[config.mk]
export PLATFORM = sky130hd
export DESIGN_NAME = pad_verify_reader
export DESIGN_NICKNAME = d
export VERILOG_FILES = /design/src/rtl/padrd_pkg.sv /design/src/rtl/pad_phase_timer.sv /design/src/rtl/pad_ring_shifter.sv /design/src/rtl/pad_match_tracker.sv /design/src/rtl/pad_verify_reader.sv
export SDC_FILE = /design/constraint.sdc
export NUM_CORES = 1
export LEC_CHECK = 0
export ABC_CLOCK_PERIOD_IN_PS = 5550
export BUFFER_PORTS_ARGS = -buffer_cell sky130_fd_sc_hd__buf_2
export CAP_MARGIN = 15
export CELL_PAD_IN_SITES_DETAIL_PLACEMENT = 1
export CELL_PAD_IN_SITES_GLOBAL_PLACEMENT = 1
export CORE_ASPECT_RATIO = 1.4
export CORE_MARGIN = 2
export CORE_UTILIZATION = 50
export DETAILED_ROUTE_END_ITERATION = 6
export GPL_TIMING_DRIVEN = 0
export PLACE_DENSITY = 0.95
export SLEW_MARGIN = 20
export SYNTH_ARGS = -nofsm -noshare
export SYNTH_HDL_FRONTEND = slang
export SYNTH_SLANG_ARGS = --single-unit
export TNS_END_PERCENT = 10
[constraint.sdc]
create_clock -name clk -period 5.55 [get_ports clk]
set_input_delay 0 -clock clk [delete_from_list [all_inputs] [get_ports clk]]
set_output_delay 0 -clock clk [all_outputs]
set_load 0.005 [all_outputs]
[src/rtl/padrd_pkg.sv]
package padrd_pkg;
  typedef enum logic [2:0] {
    ST_IDLE,
    ST_LATCH,
    ST_LOW,
    ST_HIGH,
    ST_CHECK
  } rd_state_e;
endpackage

[src/rtl/pad_phase_timer.sv]
// Down counter that times latch and clock phases; zero_o marks the last cycle.
module pad_phase_timer #(
  parameter int TW = 4
) (
  input  logic          clk,
  input  logic          rst_n,
  input  logic          load_i,
  input  logic [TW-1:0] load_val_i,
  output logic          zero_o
);
  logic [TW-1:0] cnt_q, cnt_d;

  always_comb begin
    cnt_d = cnt_q;
    if (load_i)            cnt_d = load_val_i;
    else if (cnt_q != '0)  cnt_d = cnt_q - 1'b1;
  end

  always_ff @(posedge clk or negedge rst_n) begin
    if (!rst_n) cnt_q <= '0;
    else        cnt_q <= cnt_d;
  end

  assign zero_o = (cnt_q == '0);
endmodule

[src/rtl/pad_ring_shifter.sv]
// Report register preloaded with a single marker bit; last_o says the next
// shift pushes the marker out, i.e. completes the report.
module pad_ring_shifter #(
  parameter int RW = 8
) (
  input  logic          clk,
  input  logic          rst_n,
  input  logic          init_i,
  input  logic          shift_i,
  input  logic          bit_i,
  output logic [RW-1:0] report_o,
  output logic          last_o
);
  localparam logic [RW-1:0] MARKER = RW'(1);
  logic [RW-1:0] sr_q, sr_d;

  always_comb begin
    sr_d = sr_q;
    if (init_i)       sr_d = MARKER;
    else if (shift_i) sr_d = {sr_q[RW-2:0], bit_i};
  end

  always_ff @(posedge clk or negedge rst_n) begin
    if (!rst_n) sr_q <= '0;
    else        sr_q <= sr_d;
  end

  assign report_o = sr_q;
  assign last_o   = sr_q[RW-1];
endmodule

[src/rtl/pad_match_tracker.sv]
// Keeps the previous pass and the mismatch count of the current request.
module pad_match_tracker #(
  parameter int RW        = 8,
  parameter int MAX_RETRY = 8
) (
  input  logic          clk,
  input  logic          rst_n,
  input  logic          clear_i,
  input  logic          eval_i,
  input  logic [RW-1:0] report_i,
  output logic          accept_o,
  output logic          abort_o
);
  localparam int CW = $clog2(MAX_RETRY + 1);
  localparam logic [CW-1:0] LAST_MISS = CW'(MAX_RETRY - 1);

  logic [RW-1:0] prev_q, prev_d;
  logic          have_q, have_d;
  logic [CW-1:0] miss_q, miss_d;
  logic          same;

  assign same     = (report_i == prev_q);
  assign accept_o = eval_i && have_q && same;
  assign abort_o  = eval_i && have_q && !same && (miss_q == LAST_MISS);

  always_comb begin
    prev_d = prev_q;
    have_d = have_q;
    miss_d = miss_q;
    if (clear_i) begin
      have_d = 1'b0;
      miss_d = '0;
    end else if (eval_i && !accept_o) begin
      prev_d = report_i;
      have_d = 1'b1;
      if (have_q) miss_d = miss_q + 1'b1;
    end
  end

  always_ff @(posedge clk or negedge rst_n) begin
    if (!rst_n) begin
      prev_q <= '0;
      have_q <= 1'b0;
      miss_q <= '0;
    end else begin
      prev_q <= prev_d;
      have_q <= have_d;
      miss_q <= miss_d;
    end
  end
endmodule

[src/rtl/pad_verify_reader.sv]
module pad_verify_reader
  import padrd_pkg::*;
#(
  parameter int LATCH_CYC  = 12,
  parameter int CLK_LO_CYC = 6,
  parameter int CLK_HI_CYC = 6,
  parameter int MAX_RETRY  = 8,
  parameter int REPORT_W   = 8
) (
  input  logic                clk,
  input  logic                rst_n,
  input  logic                start_i,
  input  logic                port_sel_i,
  output logic                latch_o,
  output logic [1:0]          pad_clk_o,
  input  logic [1:0]          p0_data_i,
  input  logic [1:0]          p1_data_i,
  output logic                busy_o,
  output logic                valid_o,
  output logic                error_o,
  output logic [REPORT_W-1:0] buttons_o
);
  localparam int MAX_A  = (LATCH_CYC > CLK_LO_CYC) ? LATCH_CYC : CLK_LO_CYC;
  localparam int MAX_PH = (MAX_A > CLK_HI_CYC) ? MAX_A : CLK_HI_CYC;
  localparam int TW     = $clog2(MAX_PH + 1);
  localparam logic [TW-1:0] LATCH_LD = TW'(LATCH_CYC - 1);
  localparam logic [TW-1:0] LO_LD    = TW'(CLK_LO_CYC - 1);
  localparam logic [TW-1:0] HI_LD    = TW'(CLK_HI_CYC - 1);

  rd_state_e             state_q, state_d;
  logic                  port_q, port_d;
  logic [REPORT_W-1:0]   buttons_q, buttons_d;
  logic                  valid_q, valid_d;
  logic                  error_q, error_d;

  logic                  t_load, t_zero;
  logic [TW-1:0]         t_val;
  logic                  sh_init, sh_shift, sh_last, bit_in;
  logic [REPORT_W-1:0]   report;
  logic                  trk_clear, trk_eval, accept, abort;

  assign bit_in = port_q ? (|p1_data_i) : (|p0_data_i);

  pad_phase_timer #(.TW(TW)) timer_i (
    .clk(clk), .rst_n(rst_n), .load_i(t_load), .load_val_i(t_val), .zero_o(t_zero)
  );

  pad_ring_shifter #(.RW(REPORT_W)) shifter_i (
    .clk(clk), .rst_n(rst_n), .init_i(sh_init), .shift_i(sh_shift),
    .bit_i(bit_in), .report_o(report), .last_o(sh_last)
  );

  pad_match_tracker #(.RW(REPORT_W), .MAX_RETRY(MAX_RETRY)) tracker_i (
    .clk(clk), .rst_n(rst_n), .clear_i(trk_clear), .eval_i(trk_eval),
    .report_i(report), .accept_o(accept), .abort_o(abort)
  );

  // Next-state process
  always_comb begin
    state_d   = state_q;
    port_d    = port_q;
    buttons_d = buttons_q;
    valid_d   = 1'b0;
    error_d   = 1'b0;
    t_load    = 1'b0;
    t_val     = LATCH_LD;
    sh_init   = 1'b0;
    sh_shift  = 1'b0;
    trk_clear = 1'b0;
    trk_eval  = 1'b0;
    unique case (state_q)
      ST_IDLE: if (start_i) begin
        state_d   = ST_LATCH;
        port_d    = port_sel_i;
        t_load    = 1'b1;
        t_val     = LATCH_LD;
        sh_init   = 1'b1;
        trk_clear = 1'b1;
      end
      ST_LATCH: if (t_zero) begin
        state_d = ST_LOW;
        t_load  = 1'b1;
        t_val   = LO_LD;
      end
      ST_LOW: if (t_zero) begin
        sh_shift = 1'b1;
        if (sh_last) begin
          state_d = ST_CHECK;
        end else begin
          state_d = ST_HIGH;
          t_load  = 1'b1;
          t_val   = HI_LD;
        end
      end
      ST_HIGH: if (t_zero) begin
        state_d = ST_LOW;
        t_load  = 1'b1;
        t_val   = LO_LD;
      end
      ST_CHECK: begin
        trk_eval = 1'b1;
        if (accept) begin
          state_d   = ST_IDLE;
          valid_d   = 1'b1;
          buttons_d = report;
        end else if (abort) begin
          state_d = ST_IDLE;
          error_d = 1'b1;
        end else begin
          state_d = ST_LATCH;
          t_load  = 1'b1;
          t_val   = LATCH_LD;
          sh_init = 1'b1;
        end
      end
      default: state_d = ST_IDLE;
    endcase
  end

  // Register process
  always_ff @(posedge clk or negedge rst_n) begin
    if (!rst_n) begin
      state_q   <= ST_IDLE;
      port_q    <= 1'b0;
      buttons_q <= '0;
      valid_q   <= 1'b0;
      error_q   <= 1'b0;
    end else begin
      state_q   <= state_d;
      port_q    <= port_d;
      buttons_q <= buttons_d;
      valid_q   <= valid_d;
      error_q   <= error_d;
    end
  end

  for (genvar p = 0; p < 2; p++) begin : g_pclk
    assign pad_clk_o[p] = (state_q == ST_HIGH) && (port_q == 1'(p));
  end

  assign latch_o   = (state_q == ST_LATCH);
  assign busy_o    = (state_q != ST_IDLE);
  assign valid_o   = valid_q;
  assign error_o   = error_q;
  assign buttons_o = buttons_q;
endmodule

==> results.md, run 1 <==
Layout:
- The finished layout holds 243 standard cells, fillers aside.
- From synthesis to final layout, the design area changed by 13.7%.
- The final instance area is 0.00225 sq mm.
- The number of fill cells in the layout is 404.
- The final net count is 210.
- The antenna diode instance count is 0.
- The share of layout cells above drive strength 1 is 0.275.

Timing:
- The total of endpoints with negative setup slack in the final report is 0.
- Setup repair after global routing left no endpoint under its margin.
- Of the available clock period, the critical path in the final layout requires 0.399.
- The worst pin sits at a relative slew slack of 0.418.
- The post-route setup TNS is 0 ns.
- The final critical delay including setup and external delays is 2.22 ns.
- The final count of pins violating max slew is 0.
- The maximum achievable frequency is 451 MHz.
- Across the routed clock network, the largest skew measured is 0.00836 ns.
- The count of endpoints failing hold in the final timing report is 0.
- The slew at the pin closest to its max-slew limit is 0.873 ns.

Placed design:
- After detailed placement, the design holds a cell count of 233.
- The count of buffers added on input and output ports is 21.
- The detailed-placement wirelength estimate is 3280 um.
- The routability congestion estimate from global placement is 0.802.
- Summing all placed instances gives a cell area of 0.00213 sq mm.

Global routing:
- In the global route stage, met1 resource usage came out at 0.254.
- The number of global-route vias before repair came to 1586.
- In the global route stage, overall resource usage came out at 0.241.
- The first-pass GRT wire length is 8050 um.
- The global routing usage on met2 is 0.451.
- The leftover overflow at the end of global routing is 0.
- For this run, global-route usage on met3 was measured as 0.0478.
- After global routing, the most crowded layer is met2.
- The number of antenna violations at the first check in global routing is 0.
- The pin count of the biggest net entering global routing is 40.

Logic synthesis:
- Yosys mapped a number of flops with a built-in enable equal to 0.
- In the synthesized netlist, the number of instances is 169.
- The net count of the mapped netlist is 180.
- The synthesized flop and latch total is 39.
- In this run, distinct cell masters in the synthesized netlist total 46.
- Counting flops with an async set or reset pin after synthesis yields a share of 1.00.
- The cell area that synthesis handed to floorplanning was 0.00198 sq mm.
- For this run, the leading register cell type out of synthesis is sky130_fd_sc_hd__dfrtp_1.
- The average cell area after synthesis is 11.7 sq um.
- The synthesis warning total is 0.
- The portion of the post-synthesis area used by sequential elements is 0.494.

Drt:
- Once detail routing completed, the nets flagged for antenna violations numbered 0.
- After detailed routing, the number of vias per cell comes to 5.90.
- The post-detailed-route wirelength per cell is 19.4 um.
- The detailed router placed 1434 vias in this run.
- Wires add up to 4700 um.
- In the routed design, unresolved DRC markers number 0.
- The detailed-router iteration count before antenna repair is 4.
- The initial DRC count is 46.

Clock tree:
- Clock-pin slew was measured on the worst setup and hold paths at 0.08 ns.
- TritonCTS built the clock tree.
- CTS saw 39 sinks.
- The cell at the root of the clock tree is sky130_fd_sc_hd__clkbuf_8.
- The clock tree synthesis step divided the H-tree into 2 levels.
- The latest clock arrival within the worst-skew pair is 0.31 ns.
- The CTS buffer count is 5.
- The longest clock path from root to sink contains 2 buffers.

Hold path:
- The type of the most critical hold path is in2reg.

Pwr:
- The design draws 503 uW.
- The net switching share of the total power is 0.243.
- Of the total power, combinational logic draws 0.030.
- In this run the static leakage power is 0.00114 uW.
- The share of total power in the clock network is 0.396.
- The internal power of the cells is 381 uW.
- The register share of total power is 0.574.
- In this run the power density over the cells is 224 mW/mm^2.
- In this run the power spent charging and discharging nets is 122 uW.
- The worst-case vdd ir drop is 0.000169 V.

Die:
- The number of rows in the core area is 27.
- The die footprint is 0.00448 sq mm.
- The core box area is 0.00385 sq mm.
- Measured along the x axis, the die boundary spans 57.1 um.
- The height of the die is 78.4 um.
- For this configuration, the core starts out at a cell density of 0.513.
- During I/O placement, the number of pins put on the boundary was 22.

Setup path:
- At the worst endpoint, the arrival time is 2.41 ns.
- The largest driver fanout on the critical path is 9.
- STA puts the critical path data required time at 5.74 ns.
- By startpoint and endpoint, the worst setup path is classified as reg2reg.
- The worst setup path is launched from a register.
- The kind of end point of the critical path is a register.
- The worst-case register-to-register setup slack is 3.33 ns.

Run status:
- The flow ran to the end, and the final reports show no timing, DRC or antenna violations.

Flow run:
- The number of max-cap violations is 0.
## final timing paths
path / startpoint / endpoint / depth (start not counted)
worst min register to register: buttons_o[5]$_DFFE_PN0P_ / buttons_o[5]$_DFFE_PN0P_ / 1
worst max-delay path: timer_i.cnt_q[0]$_DFFE_PN0P_ / shifter_i.report_o[0]$_DFFE_PN0P_ / 5
worst min-delay path: p1_data_i[1] / shifter_i.report_o[0]$_DFFE_PN0P_ / 4
max in group asynchronous: rst_n / tracker_i.prev_q[1]$_DFFE_PN0P_ / 2
min in group asynchronous: rst_n / state_q[2]$_DFFE_PN0P_ / 2
worst max register to register: timer_i.cnt_q[0]$_DFFE_PN0P_ / shifter_i.report_o[0]$_DFFE_PN0P_ / 5
## critical path, cell delays in order (launching register included)
cell                       delay, ns
sky130_fd_sc_hd__dfrtp_1        0.40
sky130_fd_sc_hd__inv_1          0.11
sky130_fd_sc_hd__ha_1           0.19
sky130_fd_sc_hd__nor3b_2        0.47
sky130_fd_sc_hd__nand2_1        0.43
sky130_fd_sc_hd__a2111o_1       0.51
## metal layers
metal	routed length, um	part of all wire
met5	0	0
met4	98	0.021
met3	137	0.029
met2	2690	0.57
met1	1780	0.38
## stage by stage
step / setup WS [ns] / util / hold slack, ns
finish: 3.33 / 0.583 / 0.193
global route: 3.15 / 0.583 / 0.285
CTS: 3.32 / 0.583 / 0.171
detailed placement: 3.32 / 0.554 / 0.166
global placement: 3.43 / 0.554 / 0.133
floorplan: 3.66 / - / -0.296
## sequential cells by signal, summed over array words and instances (netlist names)
signal / count
timer_i.cnt_q: 4
tracker_i.miss_q: 4
port_q: 1
shifter_i.report_o: 8
buttons_o: 8
valid_o: 1
error_o: 1
state_q: 3
tracker_i.prev_q: 8
tracker_i.have_q: 1
## cells by family after synthesis
kind of cell             Yosys count  share of synthesized area
flip-flops                        39                      0.494
adder cells (fa/ha/maj)            3                     0.0190
AO/OA/AOI/OAI                     22                     0.0874
buffers and inverters             14                     0.0424
XOR/XNOR                           9                     0.0399
AND/OR/NAND/NOR                   56                      0.161
multiplexers                      26                      0.156
## Yosys cell counts (4+ instances only)
library cell,count,area (sq um)
sky130_fd_sc_hd__dfrtp_1,39,976
sky130_fd_sc_hd__nand2_1,16,60.1
sky130_fd_sc_hd__mux2i_1,11,110
sky130_fd_sc_hd__nor3_1,11,55.1
sky130_fd_sc_hd__mux2_4,8,120
sky130_fd_sc_hd__xnor2_1,8,70.1
sky130_fd_sc_hd__inv_1,6,22.5
sky130_fd_sc_hd__nor2_1,5,18.8
sky130_fd_sc_hd__a21oi_1,4,20.0
sky130_fd_sc_hd__buf_6,4,45.0
sky130_fd_sc_hd__mux2_2,4,45.0
## power by group through the flow
stage / Sequential [uW] / Clock, uW / Combinational (uW)
floorplan: 293 / 0 / 4.87
global placement: 294 / 0 / 12.8
detailed placement: 295 / 0 / 13.8
CTS: 289 / 205 / 15.1
global route: 289 / 213 / 17.2
finish: 289 / 199 / 15.0
## area by class of cell
class	instances	area, sq um	area share
Sequential cell	39	976	0.434
Multi-Input combinational cell	116	916	0.408
Timing Repair Buffer	23	125	0.0557
Clock buffer	5	68.8	0.0306
Buffer	8	61.3	0.0273
Tap cell	43	53.8	0.0239
Clock inverter	3	23.8	0.0106
Inverter	6	22.5	0.0100
## what timing repair did
action / in CTS / in global routing
buffers inserted: 0 / 0
resized for setup: 0 / 0
endpoints found under the hold margin: 40 / 0
hold buffers: 2 / 0
endpoints found under the setup margin: 0 / 0
## cells in the final DEF, fill, tap and decap left out, types with 2 or more instances in the layout
cell	n
sky130_fd_sc_hd__dfrtp_1	39
sky130_fd_sc_hd__buf_2	22
sky130_fd_sc_hd__nand2_1	16
sky130_fd_sc_hd__nor3_1	11
sky130_fd_sc_hd__mux2i_1	11
sky130_fd_sc_hd__xnor2_1	8
sky130_fd_sc_hd__mux2_4	8
sky130_fd_sc_hd__inv_1	6
sky130_fd_sc_hd__nor2_1	5
sky130_fd_sc_hd__clkbuf_8	5
sky130_fd_sc_hd__buf_6	4
sky130_fd_sc_hd__mux2_2	4
sky130_fd_sc_hd__a21oi_1	4
sky130_fd_sc_hd__nand4_1	3
sky130_fd_sc_hd__or3_1	3
sky130_fd_sc_hd__clkbuf_1	3
sky130_fd_sc_hd__nand3_1	3
sky130_fd_sc_hd__mux2_1	3
sky130_fd_sc_hd__ha_1	3
sky130_fd_sc_hd__and4_1	2
sky130_fd_sc_hd__nand2b_1	2
sky130_fd_sc_hd__a211oi_1	2
sky130_fd_sc_hd__o211ai_1	2
sky130_fd_sc_hd__o21ai_0	2
sky130_fd_sc_hd__o22ai_1	2
sky130_fd_sc_hd__clkinvlp_4	2
sky130_fd_sc_hd__dlygate4sd3_1	2
No activity file was read; power rests on OpenSTA's default activity.
==> run 2: changes to the inputs <==
--- a/config.mk
+++ b/config.mk
@@ -5,17 +5,17 @@
 export SDC_FILE = /design/constraint.sdc
 export NUM_CORES = 1
 export LEC_CHECK = 0
-export ABC_CLOCK_PERIOD_IN_PS = 5550
+export ABC_CLOCK_PERIOD_IN_PS = 2300
 export BUFFER_PORTS_ARGS = -buffer_cell sky130_fd_sc_hd__buf_2
 export CAP_MARGIN = 15
 export CELL_PAD_IN_SITES_DETAIL_PLACEMENT = 1
 export CELL_PAD_IN_SITES_GLOBAL_PLACEMENT = 1
 export CORE_ASPECT_RATIO = 1.4
 export CORE_MARGIN = 2
-export CORE_UTILIZATION = 50
+export CORE_UTILIZATION = 46
 export DETAILED_ROUTE_END_ITERATION = 6
 export GPL_TIMING_DRIVEN = 0
-export PLACE_DENSITY = 0.95
+export PLACE_DENSITY = 0.89
 export SLEW_MARGIN = 20
 export SYNTH_ARGS = -nofsm -noshare
 export SYNTH_HDL_FRONTEND = slang
==> constraint.sdc (replaced) <==
create_clock -name clk -period 2.3 [get_ports clk]
set_input_delay 0 -clock clk [delete_from_list [all_inputs] [get_ports clk]]
set_output_delay 0 -clock clk [all_outputs]
set_load 0.005 [all_outputs]
==> run 2 against run 1 <==
Net effect:
- clock skew rose by 0.0023 ns
- non-clock buffer count did not move
- power grew to 2.8 times the previous value
- combinational power up 130%
- clock-buffer cell count did not move
- die area increased by 8.2%
- final area rose by 2.2%
- global-route usage decreased by 2.6 points
- critical endpoint unchanged
- largest power group unchanged
==> results.md, run 2 (synthesis gave the netlist of run 1 again) <==
Run status:
- The flow ran to the end, and the final reports show no timing, DRC or antenna violations.

Layout:
- The sequential cell area is 976 sq um (unchanged).
- The area of the multi-input gates was 918 sq um (+0.27%).
- The share of layout cells above drive strength 1 was 0.280 (+0.00500).
- The antenna diode instance count is 0 (unchanged).
- Leaving out fill and tap cells, the most frequent cell in the layout is sky130_fd_sc_hd__dfrtp_1.
- The final instance area is 0.00230 sq mm (+2.2%).
- The fraction of the core area covered by cells at the end of the flow was 0.551 (-0.0328).
- The final net count was 210 (unchanged).
- In the layout the commonest cells are 39 x sky130_fd_sc_hd__dfrtp_1, 22 x sky130_fd_sc_hd__buf_2, 15 x sky130_fd_sc_hd__nand2_1.
- The number of fill cells in the layout came to 442 (+9.4%).
- The layout-stage area growth over the synthesis result is 16.2%.

Global routing:
- The number of antenna violations at the first check in global routing is 0 (unchanged).
- The first-pass GRT wire length is 7670 um (-4.7%).
- The number of global-route vias before repair is 1625 (+2.5%).
- The leftover overflow at the end of global routing is 0 (unchanged).
- The total global-route track usage is 0.216 (-0.0259).
- The pin count of the biggest net entering global routing came to 40 (unchanged).

Clock tree:
- The number of levels in the clock H-tree is 2 (unchanged).
- The CTS buffer count is 5 (unchanged).
- The number of clock sinks is 39 (unchanged).
- TritonCTS built the clock tree.
- The number of setup buffers added after CTS is 0 (unchanged).
- The clock-pin slew on the worst setup and hold paths is 0.08 ns (about the same).
- The root buffer cell chosen for the clock tree is sky130_fd_sc_hd__clkbuf_8.
- The maximum buffer depth of the clock tree came to 2 (unchanged).
- The latest clock arrival within the worst-skew pair is 0.30 ns (about the same).

Pwr:
- The power per cell area is 615 mW/mm^2 (+170%).
- The worst-case vdd ir drop came to 0.000484 V (+190%).
- The cell leakage power is 0.00116 uW (+2.1%).

Drt:
- The total length of routed wires came to 4440 um (-5.6%).
- The detailed-router iteration count before antenna repair is 4 (unchanged).
- The routed via count divided by cell count was 5.88 (-0.33%).
- The DRC violations left is 0 (unchanged).
- The overall via count from detail_route is 1441 (+0.49%).
- The post-route antenna net violation count was 0 (unchanged).
- The initial DRC count is 63 (+37%).
- The post-detailed-route wirelength per cell is 18.1 um (-6.4%).

Timing:
- The post-route setup TNS is 0 ns (unchanged).
- The final count of pins violating max slew is 0 (unchanged).
- The count of endpoints failing hold in the final timing report is 0 (unchanged).
- Setup repair after global routing left no endpoint under its margin.
- The final setup slack of the worst path was 0.177 ns (-3.16 ns).
- The share of the cycle needed by the critical path after routing is 0.923 (+0.524).
- The final clock skew came to 0.0107 ns (+0.00229 ns).
- The maximum achievable frequency is 471 MHz (+4.4%).
- The final critical delay including setup and external delays came to 2.12 ns (-0.0925 ns).
- The total of endpoints with negative setup slack in the final report was 0 (unchanged).
- The smallest hold slack is 0.257 ns (+0.0639 ns).
- The remaining max-slew budget at the tightest pin is 0.419 (about the same).
- The slew at the pin closest to its max-slew limit is 0.872 ns (-0.000543 ns).

Die:
- The core box area was 0.00417 sq mm (+8.3%).
- The count of pins on the block boundary is 22 (unchanged).
- The number of rows in the core area is 28 (+3.7%).
- The die footprint is 0.00484 sq mm (+8.2%).
- The overall die width came to 59.4 um (+4.0%).
- The height of the die is 81.5 um (+4.0%).
- The initial core utilization is 0.474 (-0.0391).

Placed design:
- The detailed-placement wirelength estimate is 3090 um (-5.7%).
- The routability congestion estimate from global placement came to 0.799 (-0.37%).
- The worst-case setup slack after placement came to 0.0238 ns (-3.29 ns).
- The placed instance area is 0.00214 sq mm (+0.12%).
- The total of buffers placed on input and output ports is 21 (unchanged).

Setup path:
- Grouping stages by cell kind, the critical path spends the most delay in simple AND/OR/NAND/NOR gates.
- The critical path required time is 2.48 ns (-3.26 ns).
- The critical path is of the reg2reg type.
- STA classifies the critical path endpoint as a register.
- The signal on the critical path passes through inv_1, ha_1, nor3b_2, nand2_2, a2111o_1.
- The largest driver fanout on the critical path is 9 (unchanged).
- The type of origin of the critical path is a register.
- The largest stage delay on the critical path is 0.52 ns (about the same).
- The critical path arrival is 2.30 ns (-0.11 ns).
- Among all stages on the critical path, the largest delay is contributed by sky130_fd_sc_hd__nor3b_2.
- The number of buffer and inverter instances along the worst setup path is 1 (unchanged).

Flow run:
- The number of max-cap violations is 0 (unchanged).

Hold path:
- The type of the most critical hold path is in2reg.
run 2: report_power, final:
group	internal, uW	switching [uW]	leakage (uW)	total, uW
clock	432	247	0.0000644	679
combinational	13.5	21.4	0.000588	34.9
sequential	690	7.22	0.000508	697
total	1140	276	0.00116	1410
run 2: metrics by stage:
stage	total power (uW)	cells
after floorplan	720	169
after global placement	742	235
after detailed placement	744	235
after CTS	1430	245
after global routing	1450	245
final	1410	245
run 2: final timing paths:
| kind | start | endpoint | slack, ns | cells after the start |
|---|---|---|---|---|
| worst max-delay path | timer_i.cnt_q[0]$_DFFE_PN0P_ | shifter_i.report_o[0]$_DFFE_PN0P_ | 0.18 | 5 |
| worst min-delay path | start_i | state_q[0]$_DFFE_PN0P_ | 0.26 | 5 |
| worst max register to register | timer_i.cnt_q[0]$_DFFE_PN0P_ | shifter_i.report_o[0]$_DFFE_PN0P_ | 0.18 | 5 |
| worst min register to register | buttons_o[4]$_DFFE_PN0P_ | buttons_o[4]$_DFFE_PN0P_ | 0.51 | 1 |
| max in group asynchronous | rst_n | shifter_i.report_o[5]$_DFFE_PN0P_ | 1.40 | 2 |
| min in group asynchronous | rst_n | state_q[1]$_DFFE_PN0P_ | 0.34 | 2 |
run 2: worst reg2reg max path: cells and delay by family, from the launching register on:
kind,cells,cell delay (ns)
AOI/OAI and AO/OA,1,0.49
DFF,1,0.39
adders and majority gates,1,0.19
buffers and inverters,1,0.10
and+or+nand+nor,2,0.84
run 2: area by class of cell:
class	count	area share
buffer	8	0.0267
clock buffer	5	0.0300
clock inverter	3	0.0294
inverter	6	0.00981
multi-input combinational	116	0.400
sequential	39	0.425
tap	45	0.0245
timing repair buffer	23	0.0545
run 2: timing repair:
item | 4_1_cts | 5_1_grt
gates resized for setup | 0 | 1
endpoints found under the setup margin | 0 | 2
hold buffers | 2 | 0
endpoints found under the hold margin | 40 | 0
run 2: per-layer routing:
layer / vias to the layer above / part of all wire / track usage
met2: 22 / 0.55 / 0.395
met4: 0 / 0.021 / 0.0932
met3: 8 / 0.022 / 0.0457
li1: 658 / - / -
met5: - / 0 / 0
met1: 753 / 0.41 / 0.233
